### src/rtl/irq_prio_pkg.sv
package irq_prio_pkg;
   // Service address low byte for a source index
   function automatic int unsigned vec_of(input int unsigned idx, input int unsigned step);
      return (idx + 1) * step;
   endfunction

   function automatic bit is_pow2(input int unsigned v);
      return (v != 0) && ((v & (v - 1)) == 0);
   endfunction
endpackage

### src/rtl/irq_flag_bank.sv
module irq_flag_bank #(
   parameter int NUM_SRC = 8
) (
   input  logic               clk,
   input  logic               rst_n,
   input  logic [NUM_SRC-1:0] evt,
   input  logic               clr_we,
   input  logic [NUM_SRC-1:0] clr_data,
   input  logic [NUM_SRC-1:0] ack_hit,
   output logic [NUM_SRC-1:0] flags
);
   for (genvar gi = 0; gi < NUM_SRC; gi++) begin : g_flag
      logic drop;
      assign drop = (clr_we & clr_data[gi]) | ack_hit[gi];
      always_ff @(posedge clk or negedge rst_n) begin
         if (!rst_n)
            flags[gi] <= 1'b0;
         else if (evt[gi])
            flags[gi] <= 1'b1;   // event wins over any drop
         else if (drop)
            flags[gi] <= 1'b0;
      end
   end
endmodule

### src/rtl/irq_mask_reg.sv
module irq_mask_reg #(
   parameter int NUM_SRC = 8
) (
   input  logic               clk,
   input  logic               rst_n,
   input  logic               we,
   input  logic [NUM_SRC-1:0] wdata,
   output logic [NUM_SRC-1:0] mask
);
   always_ff @(posedge clk or negedge rst_n) begin
      if (!rst_n)
         mask <= '0;
      else if (we)
         mask <= wdata;
   end
endmodule

### src/rtl/irq_prio_sel.sv
module irq_prio_sel #(
   parameter int NUM_SRC = 8,
   parameter int IDX_W   = 3
) (
   input  logic [NUM_SRC-1:0] compete,
   output logic               any,
   output logic [IDX_W-1:0]   idx,
   output logic [NUM_SRC-1:0] grant
);
   always_comb begin
      any   = 1'b0;
      idx   = '0;
      grant = '0;
      // scan from the top so the lowest index is the last to overwrite
      for (int k = NUM_SRC - 1; k >= 0; k--) begin
         if (compete[k]) begin
            any   = 1'b1;
            idx   = IDX_W'(k);
            grant = NUM_SRC'(1) << k;
         end
      end
   end
endmodule

### src/rtl/irq_prio_ctrl.sv
module irq_prio_ctrl #(
   parameter int NUM_SRC  = 8,
   parameter int VEC_W    = 8,
   parameter int VEC_STEP = 4
) (
   input  logic               clk,
   input  logic               rst_n,
   input  logic [NUM_SRC-1:0] src_evt,
   input  logic               clr_we,
   input  logic [NUM_SRC-1:0] clr_data,
   input  logic               mask_we,
   input  logic [NUM_SRC-1:0] mask_wdata,
   input  logic               gie,
   input  logic               ack,
   output logic               irq_req,
   output logic [VEC_W-1:0]   irq_vec
);
   import irq_prio_pkg::*;

   localparam int IDX_W   = (NUM_SRC > 1) ? $clog2(NUM_SRC) : 1;
   localparam int MAX_VEC = NUM_SRC * VEC_STEP;

   initial begin
      if (NUM_SRC < 1)
         $fatal(1, "irq_prio_ctrl: NUM_SRC must be at least 1");
      if (VEC_STEP < 1)
         $fatal(1, "irq_prio_ctrl: VEC_STEP must be at least 1");
      if (VEC_W <= IDX_W || MAX_VEC > (2 ** VEC_W) - 1)
         $fatal(1, "irq_prio_ctrl: VEC_W too narrow for the vector range");
   end

   logic [NUM_SRC-1:0] posted_q;
   logic [NUM_SRC-1:0] mask_q;
   logic [NUM_SRC-1:0] compete;
   logic [NUM_SRC-1:0] grant;
   logic [NUM_SRC-1:0] ack_hit;
   logic [IDX_W-1:0]   win_idx;
   logic               any_comp;
   logic [VEC_W-1:0]   win_vec;

   irq_flag_bank #(.NUM_SRC(NUM_SRC)) u_flags (
      .clk      (clk),
      .rst_n    (rst_n),
      .evt      (src_evt),
      .clr_we   (clr_we),
      .clr_data (clr_data),
      .ack_hit  (ack_hit),
      .flags    (posted_q)
   );

   irq_mask_reg #(.NUM_SRC(NUM_SRC)) u_mask (
      .clk   (clk),
      .rst_n (rst_n),
      .we    (mask_we),
      .wdata (mask_wdata),
      .mask  (mask_q)
   );

   assign compete = posted_q & mask_q;

   irq_prio_sel #(.NUM_SRC(NUM_SRC), .IDX_W(IDX_W)) u_sel (
      .compete (compete),
      .any     (any_comp),
      .idx     (win_idx),
      .grant   (grant)
   );

   // vector arithmetic: shift when the step is a power of two, else multiply
   if (is_pow2(VEC_STEP)) begin : g_vec_shift
      localparam int SH = $clog2(VEC_STEP);
      assign win_vec = (VEC_W'(win_idx) + VEC_W'(1)) << SH;
   end else begin : g_vec_mul
      assign win_vec = (VEC_W'(win_idx) + VEC_W'(1)) * VEC_W'(VEC_STEP);
   end

   assign irq_req = gie & any_comp;
   assign irq_vec = irq_req ? win_vec : '0;
   assign ack_hit = (ack & irq_req) ? grant : '0;
endmodule

### config.mk
export PLATFORM = sky130hd
export DESIGN_NAME = irq_prio_ctrl
export DESIGN_NICKNAME = d
export VERILOG_FILES = /design/src/rtl/irq_prio_pkg.sv /design/src/rtl/irq_flag_bank.sv /design/src/rtl/irq_mask_reg.sv /design/src/rtl/irq_prio_sel.sv /design/src/rtl/irq_prio_ctrl.sv
export SDC_FILE = /design/constraint.sdc
export NUM_CORES = 1
export LEC_CHECK = 0
export ABC_AREA = 1
export BUFFER_PORTS_ARGS = -buffer_cell sky130_fd_sc_hd__buf_4
export CAP_MARGIN = 30
export CORE_UTILIZATION = 46
export CTS_CLUSTER_SIZE = 40
export DETAILED_ROUTE_END_ITERATION = 7
export GPL_ROUTABILITY_DRIVEN = 0
export PLACE_DENSITY = 0.76
export SYNTH_ARGS = -nofsm -noshare
export SYNTH_HDL_FRONTEND = slang
export SYNTH_SLANG_ARGS = --single-unit
### constraint.sdc
create_clock -name clk -period 1.7 [get_ports clk]
set_input_delay 0.085 -clock clk [delete_from_list [all_inputs] [get_ports clk]]
set_output_delay 0.085 -clock clk [all_outputs]
set_load 0.02 [all_outputs]
---- Word-level counts from Yosys, hierarchy flattened ----
Cells that the tools add are included.
storage, ports and cells
  register bits ........................... 16
  input bits .............................. 30
  output and inout bits ................... 9
  logic and storage cells ................. 79
operators by class
  add/sub/neg operators ................... 1
  mux-type cells .......................... 42
  bitwise logic cells ..................... 19
  reductions and logical operators ........ 8
operator list
  kind                   count
  $mux W8                9
  $mux W1                24
  $mux W3                8
  $reduce_bool A2 Y1     8
  $and A1 B1 Y1          10
  $and A8 B8 Y8          1
  $or A1 B1 Y1           8
  $mux W6                1
  $add A3 B1 Y4 const B  1

---- Longest topological paths before layout ----
  depth after elaboration ................. 15
  mapped depth ............................ 9

---- Cells and area by module ----
Synthesis repeated with hierarchy kept, for this count alone.
second synthesis, totals
  cells, all modules ...................... 165
  area, all modules ....................... 1084.8 um2
by module, submodules not included
  module         instances  cells each  area an instance (um2)  seq. area each (um2)
  irq_flag_bank  1          49          365.4                   200.2
  irq_mask_reg   1          34          305.3                   200.2
  irq_prio_ctrl  1          50          222.7                   0.0
  irq_prio_sel   1          32          191.4                   0.0

---- Worst setup path before layout ----
Ideal clock, no wire load.
  kind .................................... register to output
  start ................................... reg u_mask.mask[6]
  end ..................................... out irq_vec[4]
  data arrival time ....................... 1356 ps
  setup slack ............................. 259 ps
  cell stages (with the launch flop) ...... 10
  cell sequence ........................... dfrtp_1 -> nand2_1 -> inv_1 -> nor2_1 -> nand2_1 -> nand4_1 -> and2_1 -> ha_1 -> xnor2_1 -> nor2_1
between the ends
  cells in the longest elaborated chain, start to end .. 10
  elaborated cells between the ends (all ways) .. 18
  those cells by class .................... add/sub (1); mux (15); bitwise (2)
ends and longest elaborated chain
  element                                                  RTL line                                  text
  from (decl)                                              irq_mask_reg.sv:8                         output logic [NUM_SRC-1:0] mask
  from (signal assigned)                                   irq_mask_reg.sv:14                        mask <= wdata;
  $and A8 B8 Y8 (*)                                        irq_prio_ctrl.sv:59                       assign compete = posted_q & mask_q;
  $mux W3 / $mux W1 (equally long branches) (7 in series)  irq_prio_sel.sv:16                        if (compete[k]) begin
  $add A3 B1 Y4 / $and A1 B1 Y1 (equally long branches)    irq_prio_ctrl.sv:71, irq_prio_ctrl.sv:76
  $mux W6 (*)                                              irq_prio_ctrl.sv:77                       assign irq_vec = irq_req ? win_vec : '0;
  to (decl)                                                irq_prio_ctrl.sv:16                       output logic [VEC_W-1:0] irq_vec
Every way passes the cells marked *; elsewhere a longest branch is shown, timed or not.

---- Worst setup path after layout ----
  start ................................... reg u_flags.flags[4]
  end ..................................... out irq_vec[4]
between the ends
  cells in the longest elaborated chain, start to end .. 8
  elaborated cells between the ends (all ways) .. 14
  those cells by class .................... add/sub (1); mux (11); bitwise (2)
ends and longest elaborated chain
  element                                                  RTL line                                  text
  from (decl)                                              irq_flag_bank.sv:10                       output logic [NUM_SRC-1:0] flags
  from (signal, indexed assignment)                        irq_flag_bank.sv:17                       flags[gi] <= 1'b0;
  from (signal, indexed assignment)                        irq_flag_bank.sv:19                       flags[gi] <= 1'b1;
  from (signal, indexed assignment)                        irq_flag_bank.sv:21                       flags[gi] <= 1'b0;
  $and A8 B8 Y8 (*)                                        irq_prio_ctrl.sv:59
  $mux W3 / $mux W1 (equally long branches) (5 in series)  irq_prio_sel.sv:16
  $add A3 B1 Y4 / $and A1 B1 Y1 (equally long branches)    irq_prio_ctrl.sv:71, irq_prio_ctrl.sv:76
  $mux W6 (*)                                              irq_prio_ctrl.sv:77
Marks and branches as above.

==> reports/metrics.yaml <==
status: "finished with violations"
violations: "setup timing"
synth_adder_area_share_pct: 1.29
die_area_sq_um: 2300
path_max_fanout: 3
max-clock-path-buffers: 2
num_vias: 956
slew_violations: 0
grt_pass1_wl_um: 3430
worst_slack_ns: -0.0463
drt-initial-drc-count: 21
fin_nets: 200
fillers: 151
cts_sinks: 16
rsz0062_at_grt: "yes"
async_reset_ff_share_pct: 100
clk_root_buffer_cell: "clkbuf_4"
power_density_nw_per_um2: 737
crit_path_end_kind: "primary output"
min_path_type: "primary input to register"
synth.distinct_cells: 24
drv_cap: 0
netlist_area_sq_um: 970
synth.area.mux_share_pct: 9.29
dpl.hpwl_um: 1620
p_leak_nw: 0.778
rows: 16
fmax_mhz: 573
numCtsBuffers: 3
syn_inst: 112
drc: 0
die_w_um: 47.9
dpl_worst_slack_ns: 0.201
rr_startpoint: "u_mask.mask[6]$_DFFE_PN0P_"
worst-endpoint-required_ns: 1.62
ant_nets: 0
cp.arrival_ns: 1.66
portBuffers: 34
synth.top_cell.area_share_pct: 41.3
core_area_sq_um: 1960
drive_gt1_share_pct: 52.4
first_pass_iters: 4
reg2reg_to: "u_flags.flags[7]$_DFFE_PN0P_"
fin_skew_ns: 0.00459
grt_max_degree: 17
fp.dieH_um: 47.9
clk_pin_slew_ns: 0.10
irDropWorstVdd_v: 0.000546
synth_area_leaders: "dfrtp_1, nand2_1, mux2_2, inv_1, o21bai_1"
final_cell_area_sq_um: 1520
worst-r2r-setup-slack_ns: 0.31
via_per_inst: 4.90
synth_seq_area_share_pct: 41.3
synth_compound_area_share_pct: 7.48
multiInputGateArea_sq_um: 554
synth_top_family_by_area: "simple AND/OR/NAND/NOR gates"
timing.critical_path.from: "u_flags.flags[4]$_DFFE_PN0P_"
grt.total_usage_pct: 22.4
cp-start-kind: "register"
wl_per_cell_um: 12.6
placed_cell_area_sq_um: 1230
diodes: 0
synth-xor-area-share_pct: 0.903
cts_tree: "done"
period_needed_ns: 1.75
hold_viol_final: 0
synth_enable_flop_cells: 0
period_share_pct: 103
start_util_pct: 49.4
clock_latency_ns: 0.30
synth_commonest_cells: "nand2_1, dfrtp_1, inv_1, mux2_2, nor2_1"
grt_pass1_vias: 840
synth.largest_area_cell: "dfrtp_1"
finalSetupViolCount: 2
regArea_sq_um: 400
synth_ff_type: "dfrtp_1"
synth.yosys.warnings: 0
synthSimpleGateAreaFrac_pct: 29.9
grt_overflow: 0
path_class: "register to primary output"
io_pins: 39
routed_wl_um: 2460
ys_seq_elements: 16
avgSynthCellArea_sq_um: 8.66
synth.most_common_cell: "nand2_1"
crit_end: "irq_vec[4]"
hold_slack_ns: 0.00686
antenna_found_initial: 0
htreeDepth: 1
area_delta_synth_final_pct: 56.8
rr_worst_depth: 10
[cell type report]
class                           instances  area share [%]
Clock buffer                            4            2.39
Inverter                               14            3.46
Multi-Input combinational cell         79            36.5
Sequential cell                        16            26.3
Tap cell                               27            2.22
Timing Repair Buffer                   55            29.1
[state kept, by name, summed over array words and instances, names as in the netlist]
name	cells
u_flags.flags	8
u_mask.mask	8
[worst max-delay path, stage by stage, from the launching register on]
cell and delay (ns):
dfrtp_1 0.41, nand2_2 0.10, nand2_2 0.08, inv_2 0.09
a21oi_2 0.06, nor2_2 0.15, ha_4 0.14, xnor2_1 0.11
nor2_1 0.06, buf_4 0.15
[kinds of logic after synthesis]
family / count (synthesis)
XOR/XNOR: 1
other: 1
AO/OA/AOI/OAI: 10
multiplexers: 8
buffers and inverters: 20
adder cells (fa/ha/maj): 1
AND/OR/NAND/NOR: 55
flip-flops: 16
[layer usage]
metal	up-vias	routed length, um	track usage, %
met5	-	0	0
met4	0	87	12.8
met3	9	86	4.15
met2	33	1240	35.7
met1	451	1050	28.3
li1	463	-	-
[placed cells by master, fill, tap and decap left out, types with 5 or more instances in the layout]
cell | netlist | layout
buf_4 | 4 | 44
dfrtp_1 | 16 | 16
dlygate4sd3_1 | 0 | 9
inv_1 | 14 | 11
mux2_2 | 8 | 8
nand2_1 | 29 | 21
nand2_2 | 2 | 9
nand3_1 | 5 | 5
o21bai_1 | 5 | 5
[metrics by stage]
| step | power (mW) | instances | setup TNS, ns | utilization [%] |
|---|---|---|---|---|
| final | 1.12 | 195 | -0.0682 | 77.5 |
| after global routing | 1.18 | 195 | -0.448 | 77.5 |
| after CTS | 1.08 | 192 | -0.0739 | 74.5 |
| after detailed placement | 0.744 | 170 | 0 | 62.8 |
| after global placement | 0.732 | 170 | 0 | 62.8 |
| after floorplan | 0.636 | 115 | 0 | - |
[how the worst min path moves through the flow]
stage / start / endpoint / slack, ns / cells past startpoint
detailed placement: rst_n / u_flags.flags[7]$_DFFE_PN0P_ / -0.04 / 1
finish: mask_wdata[4] / u_mask.mask[4]$_DFFE_PN0P_ / 0.007 / 2
global route: mask_wdata[2] / u_mask.mask[2]$_DFFE_PN0P_ / 0.004 / 2
global placement: rst_n / u_flags.flags[7]$_DFFE_PN0P_ / -0.05 / 1
floorplan: rst_n / u_flags.flags[0]$_DFFE_PN0P_ / -0.21 / 0
CTS: mask_wdata[2] / u_mask.mask[2]$_DFFE_PN0P_ / 0.01 / 2
[repair_timing]
action | CTS | global route
buffers inserted | 9 | 3
pin swaps | 8 | 5
setup endpoints to repair | 2 | 5
hold buffers | 9 | 0
resized for setup | 14 | 11
hold endpoints to repair | 24 | 0
[power by group]
part | switching [mW] | internal [mW]
Clock | 0.134 | 0.131
Sequential | 0.0265 | 0.414
Combinational | 0.204 | 0.211
Note: power is estimated with default switching activity, not from simulation.
